==> src/rtl/pml_pkg.sv <==
package pml_pkg;
  localparam int CTRL_W   = 16;
  localparam int BYTE_W   = 8;
  localparam int SEL_LSB  = 8;
  localparam int SEL_W    = 2;
  localparam int STB_BIT  = 14;
  localparam int NUM_REGS = 1 << SEL_W;
  localparam int POST_W   = 2;
  localparam int FB_W     = 9;
  localparam int REF_W    = 5;
  localparam int DIV_OFS  = 2;

  typedef enum logic [SEL_W-1:0] {
    SEL_DAC = 2'd0,
    SEL_CFG = 2'd1,
    SEL_HI  = 2'd2,
    SEL_LO  = 2'd3
  } sel_e;

  typedef struct packed {
    logic [REF_W-1:0]  ref_code;
    logic [FB_W-1:0]   fb_code;
    logic [POST_W-1:0] post;
  } mode_word_t;

  function automatic logic [SEL_W-1:0] ctrl_sel(input logic [CTRL_W-1:0] v);
    return v[SEL_LSB +: SEL_W];
  endfunction

  function automatic logic ctrl_strobe(input logic [CTRL_W-1:0] v);
    return v[STB_BIT];
  endfunction

  function automatic logic [BYTE_W-1:0] ctrl_byte(input logic [CTRL_W-1:0] v);
    return v[BYTE_W-1:0];
  endfunction

  function automatic logic [FB_W:0] fb_actual(input logic [FB_W-1:0] code);
    return {1'b0, code} + (FB_W+1)'(DIV_OFS);
  endfunction

  function automatic logic [REF_W:0] ref_actual(input logic [REF_W-1:0] code);
    return {1'b0, code} + (REF_W+1)'(DIV_OFS);
  endfunction
endpackage

==> src/rtl/pml_strobe_detect.sv <==
module pml_strobe_detect
  import pml_pkg::*;
#(
  parameter int CW   = CTRL_W,
  parameter int SW   = SEL_W,
  parameter int SLSB = SEL_LSB,
  parameter int SBIT = STB_BIT
) (
  input  logic          clk,
  input  logic          rst_n,
  input  logic          wr_en,
  input  logic [CW-1:0] wr_data,
  output logic [CW-1:0] last_ctrl,
  output logic          commit,
  output logic [SW-1:0] commit_sel
);
  logic          stb_now, stb_prev, sel_match;
  logic [SW-1:0] sel_now;

  assign sel_now    = wr_data[SLSB +: SW];
  assign stb_now    = wr_data[SBIT];
  assign stb_prev   = last_ctrl[SBIT];
  assign sel_match  = (sel_now == last_ctrl[SLSB +: SW]);
  assign commit     = wr_en && stb_now && !stb_prev && sel_match;
  assign commit_sel = sel_now;

  always_ff @(posedge clk or negedge rst_n) begin
    if (!rst_n)     last_ctrl <= '0;
    else if (wr_en) last_ctrl <= wr_data;
  end

  // after a commit the history holds the strobe set, so no second one follows
  a_r4_no_back_to_back: assert property (@(posedge clk) disable iff (!rst_n)
    commit |=> !commit);
  // readback follows the enabled write
  a_r8_history_tracks: assert property (@(posedge clk) disable iff (!rst_n)
    wr_en |=> last_ctrl == $past(wr_data));
endmodule

==> src/rtl/pml_byte_bank.sv <==
module pml_byte_bank
  import pml_pkg::*;
#(
  parameter int BW = BYTE_W,
  parameter int SW = SEL_W,
  parameter int NR = NUM_REGS
) (
  input  logic                 clk,
  input  logic                 rst_n,
  input  logic                 commit,
  input  logic [SW-1:0]        commit_sel,
  input  logic [BW-1:0]        commit_byte,
  output logic [NR-1:0][BW-1:0] regs_q
);
  for (genvar gi = 0; gi < NR; gi++) begin : g_reg
    logic hit;
    assign hit = commit && (commit_sel == SW'(gi));

    always_ff @(posedge clk or negedge rst_n) begin
      if (!rst_n)   regs_q[gi] <= '0;
      else if (hit) regs_q[gi] <= commit_byte;
    end

    // a register moves only at a commit addressed to it
    a_r3_change_needs_commit: assert property (@(posedge clk) disable iff (!rst_n)
      !$stable(regs_q[gi]) |-> $past(commit) && ($past(commit_sel) == SW'(gi)));
    // the committed byte lands in the addressed slot
    a_r2_byte_lands: assert property (@(posedge clk) disable iff (!rst_n)
      (commit && commit_sel == SW'(gi)) |=> regs_q[gi] == $past(commit_byte));
  end
endmodule

==> src/rtl/pml_word_apply.sv <==
module pml_word_apply
  import pml_pkg::*;
#(
  parameter int BW = BYTE_W,
  localparam int WW = 2 * BW
) (
  input  logic          clk,
  input  logic          rst_n,
  input  logic          commit_hi,
  input  logic [BW-1:0] hi_byte,
  input  logic [BW-1:0] lo_staged,
  output logic [WW-1:0] word_q,
  output logic          upd_q
);
  always_ff @(posedge clk or negedge rst_n) begin
    if (!rst_n) begin
      word_q <= '0;
      upd_q  <= 1'b0;
    end else begin
      upd_q <= commit_hi;
      if (commit_hi) word_q <= {hi_byte, lo_staged};
    end
  end

  // the update pulse lasts one cycle
  a_r5_single_pulse: assert property (@(posedge clk) disable iff (!rst_n)
    upd_q |=> !upd_q);
  // the applied word only moves together with the pulse
  a_r5_word_moves_with_pulse: assert property (@(posedge clk) disable iff (!rst_n)
    !$stable(word_q) |-> upd_q);
endmodule

==> src/rtl/pll_mode_loader.sv <==
module pll_mode_loader
  import pml_pkg::*;
#(
  parameter int CW = CTRL_W,
  parameter int BW = BYTE_W,
  localparam int WW = 2 * BW
) (
  input  logic              clk,
  input  logic              rst_n,
  input  logic              wr_en,
  input  logic [CW-1:0]     wr_data,
  output logic [CW-1:0]     rd_data,
  output logic [BW-1:0]     dac_cfg,
  output logic [BW-1:0]     core_cfg,
  output logic [WW-1:0]     mode_word,
  output logic [POST_W-1:0] post_div,
  output logic [FB_W-1:0]   fb_div_code,
  output logic [REF_W-1:0]  ref_div_code,
  output logic [FB_W:0]     fb_div,
  output logic [REF_W:0]    ref_div,
  output logic              pll_update
);
  logic                        commit;
  logic [SEL_W-1:0]            commit_sel;
  logic [NUM_REGS-1:0][BW-1:0] regs_q;
  logic                        commit_hi;
  logic                        commit_lo;
  mode_word_t                  fields;

  pml_strobe_detect u_strobe (
    .clk        (clk),
    .rst_n      (rst_n),
    .wr_en      (wr_en),
    .wr_data    (wr_data),
    .last_ctrl  (rd_data),
    .commit     (commit),
    .commit_sel (commit_sel)
  );

  pml_byte_bank u_bank (
    .clk         (clk),
    .rst_n       (rst_n),
    .commit      (commit),
    .commit_sel  (commit_sel),
    .commit_byte (ctrl_byte(wr_data)),
    .regs_q      (regs_q)
  );

  assign commit_hi = commit && (commit_sel == SEL_HI);
  assign commit_lo = commit && (commit_sel == SEL_LO);

  pml_word_apply u_apply (
    .clk       (clk),
    .rst_n     (rst_n),
    .commit_hi (commit_hi),
    .hi_byte   (ctrl_byte(wr_data)),
    .lo_staged (regs_q[SEL_LO]),
    .word_q    (mode_word),
    .upd_q     (pll_update)
  );

  assign dac_cfg      = regs_q[SEL_DAC];
  assign core_cfg     = regs_q[SEL_CFG];
  assign fields       = mode_word_t'(mode_word);
  assign post_div     = fields.post;
  assign fb_div_code  = fields.fb_code;
  assign ref_div_code = fields.ref_code;
  assign fb_div       = fb_actual(fields.fb_code);
  assign ref_div      = ref_actual(fields.ref_code);

  // a low-byte commit leaves the applied word alone
  a_r9_lo_keeps_word: assert property (@(posedge clk) disable iff (!rst_n)
    commit_lo |=> $stable(mode_word) && !pll_update);
  // the applied high byte equals the byte just committed
  a_r5_hi_byte_applied: assert property (@(posedge clk) disable iff (!rst_n)
    commit_hi |=> mode_word[WW-1:BW] == regs_q[SEL_HI]);
  // a strobe write with a foreign selector leaves all registers alone
  a_r4_foreign_sel_ignored: assert property (@(posedge clk) disable iff (!rst_n)
    (wr_en && wr_data[STB_BIT] && (ctrl_sel(wr_data) != ctrl_sel(rd_data)))
      |=> $stable(regs_q) && $stable(mode_word));
endmodule

==> config.mk <==
export PLATFORM = sky130hd
export DESIGN_NAME = pll_mode_loader
export DESIGN_NICKNAME = d
export VERILOG_FILES = /design/src/rtl/pml_pkg.sv /design/src/rtl/pml_strobe_detect.sv /design/src/rtl/pml_byte_bank.sv /design/src/rtl/pml_word_apply.sv /design/src/rtl/pll_mode_loader.sv
export SDC_FILE = /design/constraint.sdc
export NUM_CORES = 1
export LEC_CHECK = 0
export BUFFER_PORTS_ARGS = -buffer_cell sky130_fd_sc_hd__buf_2
export CAP_MARGIN = 40
export CORE_AREA = 2 2 74 76
export DETAILED_ROUTE_END_ITERATION = 10
export DIE_AREA = 0 0 76 78
export PLACE_DENSITY = 0.82
export SLEW_MARGIN = 20
export SYNTH_ARGS = -nofsm -noshare
export SYNTH_HDL_FRONTEND = slang
export SYNTH_SLANG_ARGS = --single-unit
==> constraint.sdc <==
create_clock -name clk -period 4.41 [get_ports clk]
set_clock_uncertainty 0.1 [all_clocks]
set_input_delay 0.882 -clock clk [delete_from_list [all_inputs] [get_ports clk]]
set_output_delay 0.882 -clock clk [all_outputs]
set_load 0.01 [all_outputs]
==> results.py, run 1 <==
metrics = {
    "timing": {
        "rsz0062_at_grt": "no",
        "hold_ws_ns": 0.398,
        "fin_crit_sh_pct": 59.7,
        "fin_crit_ns": 2.63,
        "worst-slew-pin-transition_ns": 0.704,
        "slew_headroom_pct": 53.1,
        "hold_violations": 0,
        "finalSetupViolCount": 0,
        "setup_tns_ns": 0,
        "slew_viol_final": 0,
        "fmax_ghz": 0.380,
    },
    "clock_network": {
        "postCtsSetupBuffers": 0,
        "insertion_delay_ns": 0.34,
        "cts_buffers": 9,
        "htreeDepth": 3,
        "cts_tree": "yes",
        "hold_buffers": 0,
        "cts_resized": 0,
        "cts_buffer_depth": 2,
        "path_clk_slew_ns": 0.06,
        "cts.sinks": 57,
        "cts-root-buf": "clkbuf_8",
    },
    "worst_setup_path": {
        "regToRegStartpoint": "u_strobe.last_ctrl[14]",
        "crit_chain": "ha_1, nand3_1, nor2_1, xor2_1, buf_2",
        "reg2reg_slack_ns": 2.49,
        "cp.arrival_ns": 1.65,
        "cpMaxStageDelayCell": "dfrtp_1",
        "r2r-end": "u_apply.word_q[9]",
        "critPathKind": "register to primary output",
        "crit_path_max_fanout": 6,
        "max_stage_delay_ns": 0.46,
        "r2r.worst_path.cells": 4,
        "crit_buf_inv": 1,
        "critPathCaptureType": "primary output",
        "crit_family": "flip-flops",
        "start_kind": "register",
        "required_ns": 3.43,
    },
    "power": {
        "clkPwrFrac_pct": 32.2,
        "power_frac_seq_pct": 47.8,
        "p_int_mw": 0.980,
        "power.switching_mw": 0.385,
        "powerDensity_nw_per_um2": 441,
        "pwr-share-comb_pct": 20.0,
        "vdd_drop_max_mv": 0.298,
        "leakagePower_nw": 1.68,
        "swShare_pct": 28.2,
    },
    "detailed_routing": {
        "remaining_drc_errors": 0,
        "vias": 1637,
        "wl_per_cell_um": 14.9,
        "drtIter0Drc": 41,
        "ant_nets": 0,
        "wirelength_mm": 4.96,
        "firstDrtPassIters": 2,
        "vias_per_cell": 4.92,
    },
    "finish": {
        "multi_input_area_um2": 876,
        "fillers": 421,
        "area.growth.synth_to_final_pct": 19.3,
        "nets": 280,
        "drive_above_1_share_pct": 66.5,
        "diodes": 0,
        "seq_area_um2": 1430,
    },
    "floorplanning": {
        "initial_utilization_pct": 51.4,
        "fp.dieW_um": 76,
        "die_y_um": 78,
        "ios": 100,
        "rows": 26,
        "coreArea_um2": 5040,
        "dieArea_um2": 5930,
    },
    "place": {
        "gp_congestion": 0.705,
        "port_buffers": 99,
        "hpwl_mm": 3.51,
    },
    "hold_path": {
        "min-delay-start": "u_bank.regs_q[1]",
        "whs_endpoint": "u_bank.regs_q[1]",
        "hold_path_depth": 1,
        "hp-class": "register to register",
    },
    "global_route": {
        "grt_pass1_wl_mm": 8.13,
        "grt_pass1_vias": 1587,
        "grt_overflow": 0,
        "grt-busiest-layer": "met2",
        "met2_usage_pct": 26.3,
        "use_met3_pct": 5.81,
        "grt_max_degree": 58,
        "grtUsageMet1_pct": 23.7,
        "grt_use_total_pct": 18.0,
        "antenna_found_initial": 0,
    },
    "logic_synthesis": {
        "synth_area_leaders": "dfrtp_1 (55%), mux2_2 (24%), buf_4 (9.9%)",
        "synth_top_area_cell": "dfrtp_1",
        "yosysUniqueCellTypes": 20,
        "synth_top_area_share_pct": 55.0,
        "syn-cell-area_um2": 2590,
        "syn_avg_cell_area_um2": 14.1,
        "ys_ff_latch": 57,
        "seq_area_frac_synth_pct": 55.0,
        "syn_inst": 184,
        "synth_warnings": 0,
        "syn-num-nets": 205,
    },
    "run": {
        "cap_violations": 0,
    },
    "outcome": {
        "status": "finished clean",
    },
}
-- Yosys cell counts --
library cell,instances
dfrtp_1,57
mux2_2,56
buf_4,34
xnor2_1,5
nand2_1,4
nand3_1,4
nor2_1,4
nand4_1,3
xor2_1,3
buf_6,2
ha_1,2
inv_1,2
and3_1,1
and3b_1,1
and4_1,1
clkbuf_1,1
nand3b_4,1
nor3_2,1
nor4_1,1
nor4_4,1
-- state kept, by name, indices dropped and copies added, names as in the netlist --
name	flops
u_strobe.last_ctrl	16
u_apply.upd_q	1
u_apply.word_q	16
u_bank.regs_q	24
-- metal layers --
metal | part of all wire [%] | up-vias
met5 | 0 | -
met4 | 2.1 | 0
met3 | 7.9 | 8
met2 | 45 | 75
met1 | 45 | 793
li1 | - | 761
-- how the worst max path moves through the flow --
stage                      start            endpoint  slack (ns)  cells past startpoint
6_report       u_apply.word_q[4]           fb_div[7]        1.78                      5
5_1_grt        u_apply.word_q[4]           fb_div[7]        1.63                      5
4_1_cts        u_apply.word_q[4]           fb_div[7]        1.75                      5
3_5_place_dp               wr_en  u_apply.word_q[11]        1.62                      5
3_3_place_gp               wr_en   u_apply.word_q[2]        1.50                      4
2_1_floorplan              wr_en  u_apply.word_q[10]        2.18                      5
-- cell families (layout without fill, tap and decap cells) --
family	Yosys count	count (layout)	synth area share [%]
and+or+nand+nor	22	22	5.79
muxes	56	56	24.3
buffers and inverters	39	118	11.2
xor gates and xnor gates	8	8	2.70
DFF	57	57	55.0
adders and majority gates	2	2	0.966
-- per-stage QoR --
stage	area, µm²	util (%)	power [mW]	setup WS (ns)	instances
after CTS	3090	61.3	1.39	1.75	333
after detailed placement	2910	57.7	0.940	1.62	318
final	3090	61.3	1.36	1.78	333
after global routing	3090	61.3	1.44	1.63	333
after global placement	2900	57.5	0.929	1.50	317
after floorplan	2590	-	0.865	2.18	184
-- power by group through the flow --
stage	sequential, mW	combinational (mW)	clock [mW]
after floorplan	0.668	0.196	0
after global placement	0.658	0.271	0
after detailed placement	0.662	0.278	0
after CTS	0.653	0.278	0.454
after global routing	0.665	0.296	0.476
final	0.652	0.273	0.439
-- cells in the final DEF, fill, tap and decap left out, drive strengths merged --
cell type / instances
and3: 1
and3b: 1
and4: 1
buf: 101
clkbuf: 12
clkinv: 3
dfrtp: 57
ha: 2
inv: 2
mux2: 56
nand2: 4
nand3: 4
nand3b: 1
nand4: 3
nor2: 4
nor3: 1
nor4: 2
xnor2: 5
xor2: 3
-- area by class of cell --
class / instances / share of cell area [%]
clock inverters: 3 / 0.486
inverters: 2 / 0.243
well taps: 70 / 2.83
flip-flops and latches: 57 / 46.1
multi-input cells: 88 / 28.3
repair buffers: 101 / 16.6
clock buffers: 12 / 5.34
(Power assumes the default switching activity.)
==> inputs of run 2 (changes only) <==
--- a/config.mk
+++ b/config.mk
@@ -7,10 +7,10 @@
 export LEC_CHECK = 0
 export BUFFER_PORTS_ARGS = -buffer_cell sky130_fd_sc_hd__buf_2
 export CAP_MARGIN = 40
-export CORE_AREA = 2 2 74 76
+export CORE_AREA = 2 2 80 82
 export DETAILED_ROUTE_END_ITERATION = 10
-export DIE_AREA = 0 0 76 78
-export PLACE_DENSITY = 0.82
+export DIE_AREA = 0 0 82 84
+export PLACE_DENSITY = 0.75
 export SLEW_MARGIN = 20
 export SYNTH_ARGS = -nofsm -noshare
 export SYNTH_HDL_FRONTEND = slang
==> constraint.sdc (replaced) <==
create_clock -name clk -period 2.1 [get_ports clk]
set_clock_uncertainty 0.1 [all_clocks]
set_input_delay 0.42 -clock clk [delete_from_list [all_inputs] [get_ports clk]]
set_output_delay 0.42 -clock clk [all_outputs]
set_load 0.01 [all_outputs]
==> results.py, run 2 (synthesized netlist as in run 1, its figures left out) <==
metrics = {
    "floorplanning": {
        "ios": 100,
        "rows": 29,
        "die_y_um": 84,
        "fp.dieW_um": 82,
        "initial_utilization_pct": 42.5,
        "dieArea_um2": 6890,
        "coreArea_um2": 6100,
    },
    "timing": {
        "hold_violations": 0,
        "setup_tns_ns": 0,
        "fin_crit_sh_pct": 96.1,
        "fmax_ghz": 0.496,
        "slew_viol_final": 0,
        "worst_slack_ns": 0.0825,
        "fin_crit_ns": 2.02,
        "worst-slew-pin-transition_ns": 0.388,
        "slew_headroom_pct": 74.1,
        "rsz0062_at_grt": "yes",
        "finalSetupViolCount": 0,
    },
    "finish": {
        "nets": 287,
        "fillers": 537,
        "drive_above_1_share_pct": 67.9,
        "fin_area_um2": 3260,
        "reg.largest.list": "u_bank.regs_q: 24 flops, u_apply.word_q: 16 flops, u_strobe.last_ctrl: 16 flops",
        "largest_register": "u_bank.regs_q",
        "final_cell_mix": "buf_2 (99), mux2_2 (56), dfrtp_1 (55), clkbuf_8 (11), buf_4 (7)",
        "layout_commonest_cell": "buf_2",
        "largest_reg_flops": 24,
        "diodes": 0,
        "area.growth.synth_to_final_pct": 25.9,
    },
    "place": {
        "post_dp_cell_area_um2": 2960,
        "hpwl_mm": 3.54,
        "port_buffers": 99,
        "gp_congestion": 0.732,
        "place_ws_ns": 0.301,
    },
    "detailed_routing": {
        "vias_per_cell": 4.68,
        "wirelength_mm": 4.93,
        "remaining_drc_errors": 0,
        "vias": 1629,
        "firstDrtPassIters": 4,
        "wl_per_cell_um": 14.2,
        "drtIter0Drc": 33,
        "ant_nets": 0,
    },
    "global_route": {
        "grt_overflow": 0,
        "grt_use_total_pct": 15.4,
        "grt_max_degree": 58,
        "grt_pass1_vias": 1562,
        "antenna_found_initial": 0,
        "grt_pass1_wl_mm": 7.71,
    },
    "worst_setup_path": {
        "cpMaxStageDelayCell": "dfrtp_2",
        "required_ns": 1.58,
        "cp.arrival_ns": 1.50,
        "critPathCaptureType": "primary output",
        "crit_chain": "ha_1, nand3_1, nor2_1, xor2_1, buf_2",
        "start_kind": "register",
        "max_stage_delay_ns": 0.40,
        "critPathKind": "register to primary output",
        "crit_path_max_fanout": 5,
    },
    "power": {
        "p_total_mw": 3.35,
        "leakagePower_nw": 1.76,
        "vdd_drop_max_mv": 0.493,
        "powerDensity_nw_per_um2": 1030,
    },
    "hold_path": {
        "hp-class": "primary input to register",
    },
    "clock_network": {
        "path_clk_slew_ns": 0.07,
        "cts_buffer_depth": 2,
        "cts-root-buf": "clkbuf_8",
        "htreeDepth": 3,
        "cts.sinks": 57,
        "cts_tree": "yes",
        "cts_buffers": 9,
        "insertion_delay_ns": 0.32,
    },
    "outcome": {
        "status": "finished clean",
    },
    "run": {
        "cap_violations": 0,
    },
}
[run 2: cell count changes in the layout (fill, tap and decap cells not counted), sizes merged]
cell,change
bufinv,+4
clkinv,-2
buf,+6
dlygate4sd3,+1
clkbuf,-1
[run 2: metal layers]
| layer | vias to the layer above | GRT usage [%] | share of wire (%) |
|---|---|---|---|
| li1 | 775 | - | - |
| met1 | 790 | 18.9 | 42 |
| met2 | 58 | 23.8 | 49 |
| met5 | - | 0 | 0 |
| met3 | 6 | 5.41 | 7.0 |
| met4 | 0 | 7.27 | 1.3 |
[run 2: layout make-up]
class	instances	area, µm²	share of cell area, %
clock buffer	11	151	4.64
multi-input combinational	88	876	26.8
clock inverter	5	125	3.83
timing repair buffer	108	578	17.7
tap	77	96.3	2.95
inverter	2	7.51	0.230
sequential	57	1430	43.8
[run 2: where the power goes]
part | internal [mW] | switching (mW)
Combinational | 0.300 | 0.281
Sequential | 1.26 | 0.113
Clock | 0.971 | 0.430
Total | 2.53 | 0.824
[run 2: timing repair]
item / 4_1_cts / 5_1_grt
hold buffers: 1 / 0
setup endpoints to repair: 1 / 2
setup buffers: 1 / 1
hold endpoints to repair: 57 / 0
pin swaps: 0 / 1
gates resized for setup: 1 / 1
[run 2: critical path: cells and delay by family, from the launching register on]
kind / cells / cell delay [ns]
xor+xnor: 1 / 0.14
fa+ha+maj: 1 / 0.19
buf+inv: 1 / 0.14
flops: 1 / 0.40
simple gates: 2 / 0.30
[run 2: path summary, 6_finish.rpt]
path,from,endpoint,slack [ns],depth (start not counted)
worst max-delay path,u_apply.word_q[3],fb_div[7],0.08,5
worst min-delay path,wr_data[12],u_strobe.last_ctrl[12],0.22,2
worst max register to register,u_strobe.last_ctrl[14],u_apply.word_q[8],0.42,4
worst min register to register,u_bank.regs_q[30],u_apply.word_q[6],0.40,1
max in group asynchronous,rst_n,u_apply.word_q[3],1.09,3
min in group asynchronous,rst_n,u_apply.word_q[0],0.53,3
[run 2: per-stage QoR]
step	std cells	hold WS, ns	util (%)
after floorplan	184	0.0244	-
after global routing	348	0.217	53.5
after global placement	329	0.341	48.5
after CTS	347	0.204	53.4
after detailed placement	329	0.345	48.5
final	348	0.219	53.5
==> inputs of run 3 (changes only) <==
--- a/config.mk
+++ b/config.mk
@@ -7,10 +7,10 @@
 export LEC_CHECK = 0
 export BUFFER_PORTS_ARGS = -buffer_cell sky130_fd_sc_hd__buf_2
 export CAP_MARGIN = 40
-export CORE_AREA = 2 2 80 82
+export CORE_AREA = 2 2 74 76
 export DETAILED_ROUTE_END_ITERATION = 10
-export DIE_AREA = 0 0 82 84
-export PLACE_DENSITY = 0.75
+export DIE_AREA = 0 0 76 78
+export PLACE_DENSITY = 0.82
 export SLEW_MARGIN = 20
 export SYNTH_ARGS = -nofsm -noshare
 export SYNTH_HDL_FRONTEND = slang
==> constraint.sdc (replaced) <==
create_clock -name clk -period 2.4 [get_ports clk]
set_clock_uncertainty 0.1 [all_clocks]
set_input_delay 0.48 -clock clk [delete_from_list [all_inputs] [get_ports clk]]
set_output_delay 0.48 -clock clk [all_outputs]
set_load 0.01 [all_outputs]
==> results.py, run 3 (synthesized netlist as in run 1, its figures left out) <==
metrics = {
    "timing": {
        "hold_violations": 0,
        "finalSetupViolCount": 0,
        "rsz0062_at_grt": "no",
        "setup_tns_ns": 0,
        "fin_crit_ns": 2.18,
        "slew_headroom_pct": 61.0,
        "hold_ws_ns": 0.0594,
        "fmax_ghz": 0.459,
        "fin_crit_sh_pct": 90.8,
        "worst_slack_ns": 0.221,
        "slew_viol_final": 0,
        "worst-slew-pin-transition_ns": 0.585,
    },
    "place": {
        "post_dp_cell_area_um2": 2940,
        "hpwl_mm": 3.83,
        "gp_congestion": 0.722,
        "place_ws_ns": 0.479,
        "placed_cells": 320,
        "port_buffers": 99,
    },
    "floorplanning": {
        "rows": 26,
        "die_y_um": 78,
        "ios": 100,
        "fp.dieW_um": 76,
        "coreArea_um2": 5040,
        "initial_utilization_pct": 51.4,
        "dieArea_um2": 5930,
    },
    "finish": {
        "final_cell_mix": "buf_2 (99), dfrtp_1 (57), mux2_2 (56), clkbuf_8 (11), xnor2_1 (5)",
        "diodes": 0,
        "fillers": 397,
        "seq_area_um2": 1430,
        "utilization_pct": 61.7,
        "largest_register": "u_bank.regs_q",
        "final_cells": 336,
        "fin_area_um2": 3110,
        "multi_input_area_um2": 876,
        "drive_above_1_share_pct": 66.2,
        "area.growth.synth_to_final_pct": 20.0,
        "largest_reg_flops": 24,
        "nets": 282,
        "layout_commonest_cell": "buf_2",
        "reg.largest.list": "u_bank.regs_q: 24 flops, u_apply.word_q: 16 flops, u_strobe.last_ctrl: 16 flops",
    },
    "outcome": {
        "status": "finished clean",
    },
    "power": {
        "p_total_mw": 2.48,
        "vdd_drop_max_mv": 0.461,
        "leakagePower_nw": 1.69,
        "powerDensity_nw_per_um2": 799,
    },
    "worst_setup_path": {
        "crit_path_max_fanout": 7,
        "crit_buf_inv": 1,
        "critPathKind": "register to primary output",
        "required_ns": 1.82,
        "crit_chain": "ha_1, nand3_1, nor2_1, xor2_1, buf_2",
        "cp.arrival_ns": 1.60,
        "cpMaxStageDelayCell": "dfrtp_1",
        "max_stage_delay_ns": 0.45,
        "critPathCaptureType": "primary output",
        "crit_family": "flip-flops",
        "start_kind": "register",
    },
    "global_route": {
        "grt_use_total_pct": 18.5,
        "grt_pass1_wl_mm": 8.36,
        "grt_pass1_vias": 1612,
        "antenna_found_initial": 0,
        "grt_overflow": 0,
        "grt_max_degree": 33,
    },
    "detailed_routing": {
        "vias_per_cell": 4.90,
        "wl_met1_mm": 2.32,
        "ant_nets": 0,
        "wl_per_cell_um": 15.2,
        "highest_layer": "met4",
        "wirelength_mm": 5.10,
        "routed-wl-met2_mm": 2.38,
        "vias": 1646,
        "remaining_drc_errors": 0,
        "dr_wl_met3_um": 382,
        "firstDrtPassIters": 4,
        "drtIter0Drc": 42,
    },
    "clock_network": {
        "cts_buffer_depth": 2,
        "cts-root-buf": "clkbuf_8",
        "postCtsSetupBuffers": 0,
        "cts_resized": 0,
        "path_clk_slew_ns": 0.06,
        "cts.sinks": 57,
        "hold_buffers": 0,
        "insertion_delay_ns": 0.32,
        "htreeDepth": 3,
        "cts_buffers": 9,
        "cts_tree": "yes",
    },
    "hold_path": {
        "hp-class": "primary input to asynchronous set/reset pin",
    },
    "run": {
        "cap_violations": 0,
    },
}
[run 3: cell types whose count changed in the layout (fill, tap and decap cells not counted)]
cell           previous run  this run
dlygate4sd3_1             1         0
clkinv_2                  1         3
dfrtp_1                  55        57
dfrtp_2                   2         0
bufinv_16                 4         0
clkbuf_1                  0         2
buf_4                     7         3
[run 3: final cells by class]
type                            instances  share of cell area, %
Clock inverter                          3                  0.483
Clock buffer                           13                   5.11
Inverter                                2                  0.241
Tap cell                               70                   2.82
Multi-Input combinational cell         88                   28.2
Sequential cell                        57                   45.9
Timing Repair Buffer                  103                   17.3
[run 3: per-layer routing]
metal	up-vias	track usage [%]
li1	764	-
met1	806	25.4
met2	73	27.3
met3	3	5.58
met4	0	8.18
met5	-	0
[run 3: where the power goes]
group          total [mW]  switching (mW)  internal (mW)  leakage (nW)
logic               0.508           0.249          0.259         0.866
clock network       0.771           0.345          0.426        0.0932
registers            1.21           0.107           1.10         0.735
total                2.48           0.701           1.78          1.69
[run 3: final timing paths]
kind                                        startpoint                      to  slack (ns)  cells past startpoint
worst max-delay path                 u_apply.word_q[3]               fb_div[7]        0.22                      5
worst min-delay path                             rst_n        u_bank.regs_q[7]        0.06                      1
worst max register to register  u_strobe.last_ctrl[14]      u_apply.word_q[14]        0.73                      4
worst min register to register        u_bank.regs_q[2]        u_bank.regs_q[2]        0.40                      1
max in group asynchronous                        rst_n       u_bank.regs_q[26]        1.57                      2
min in group clk                           wr_data[10]  u_strobe.last_ctrl[10]        0.29                      2
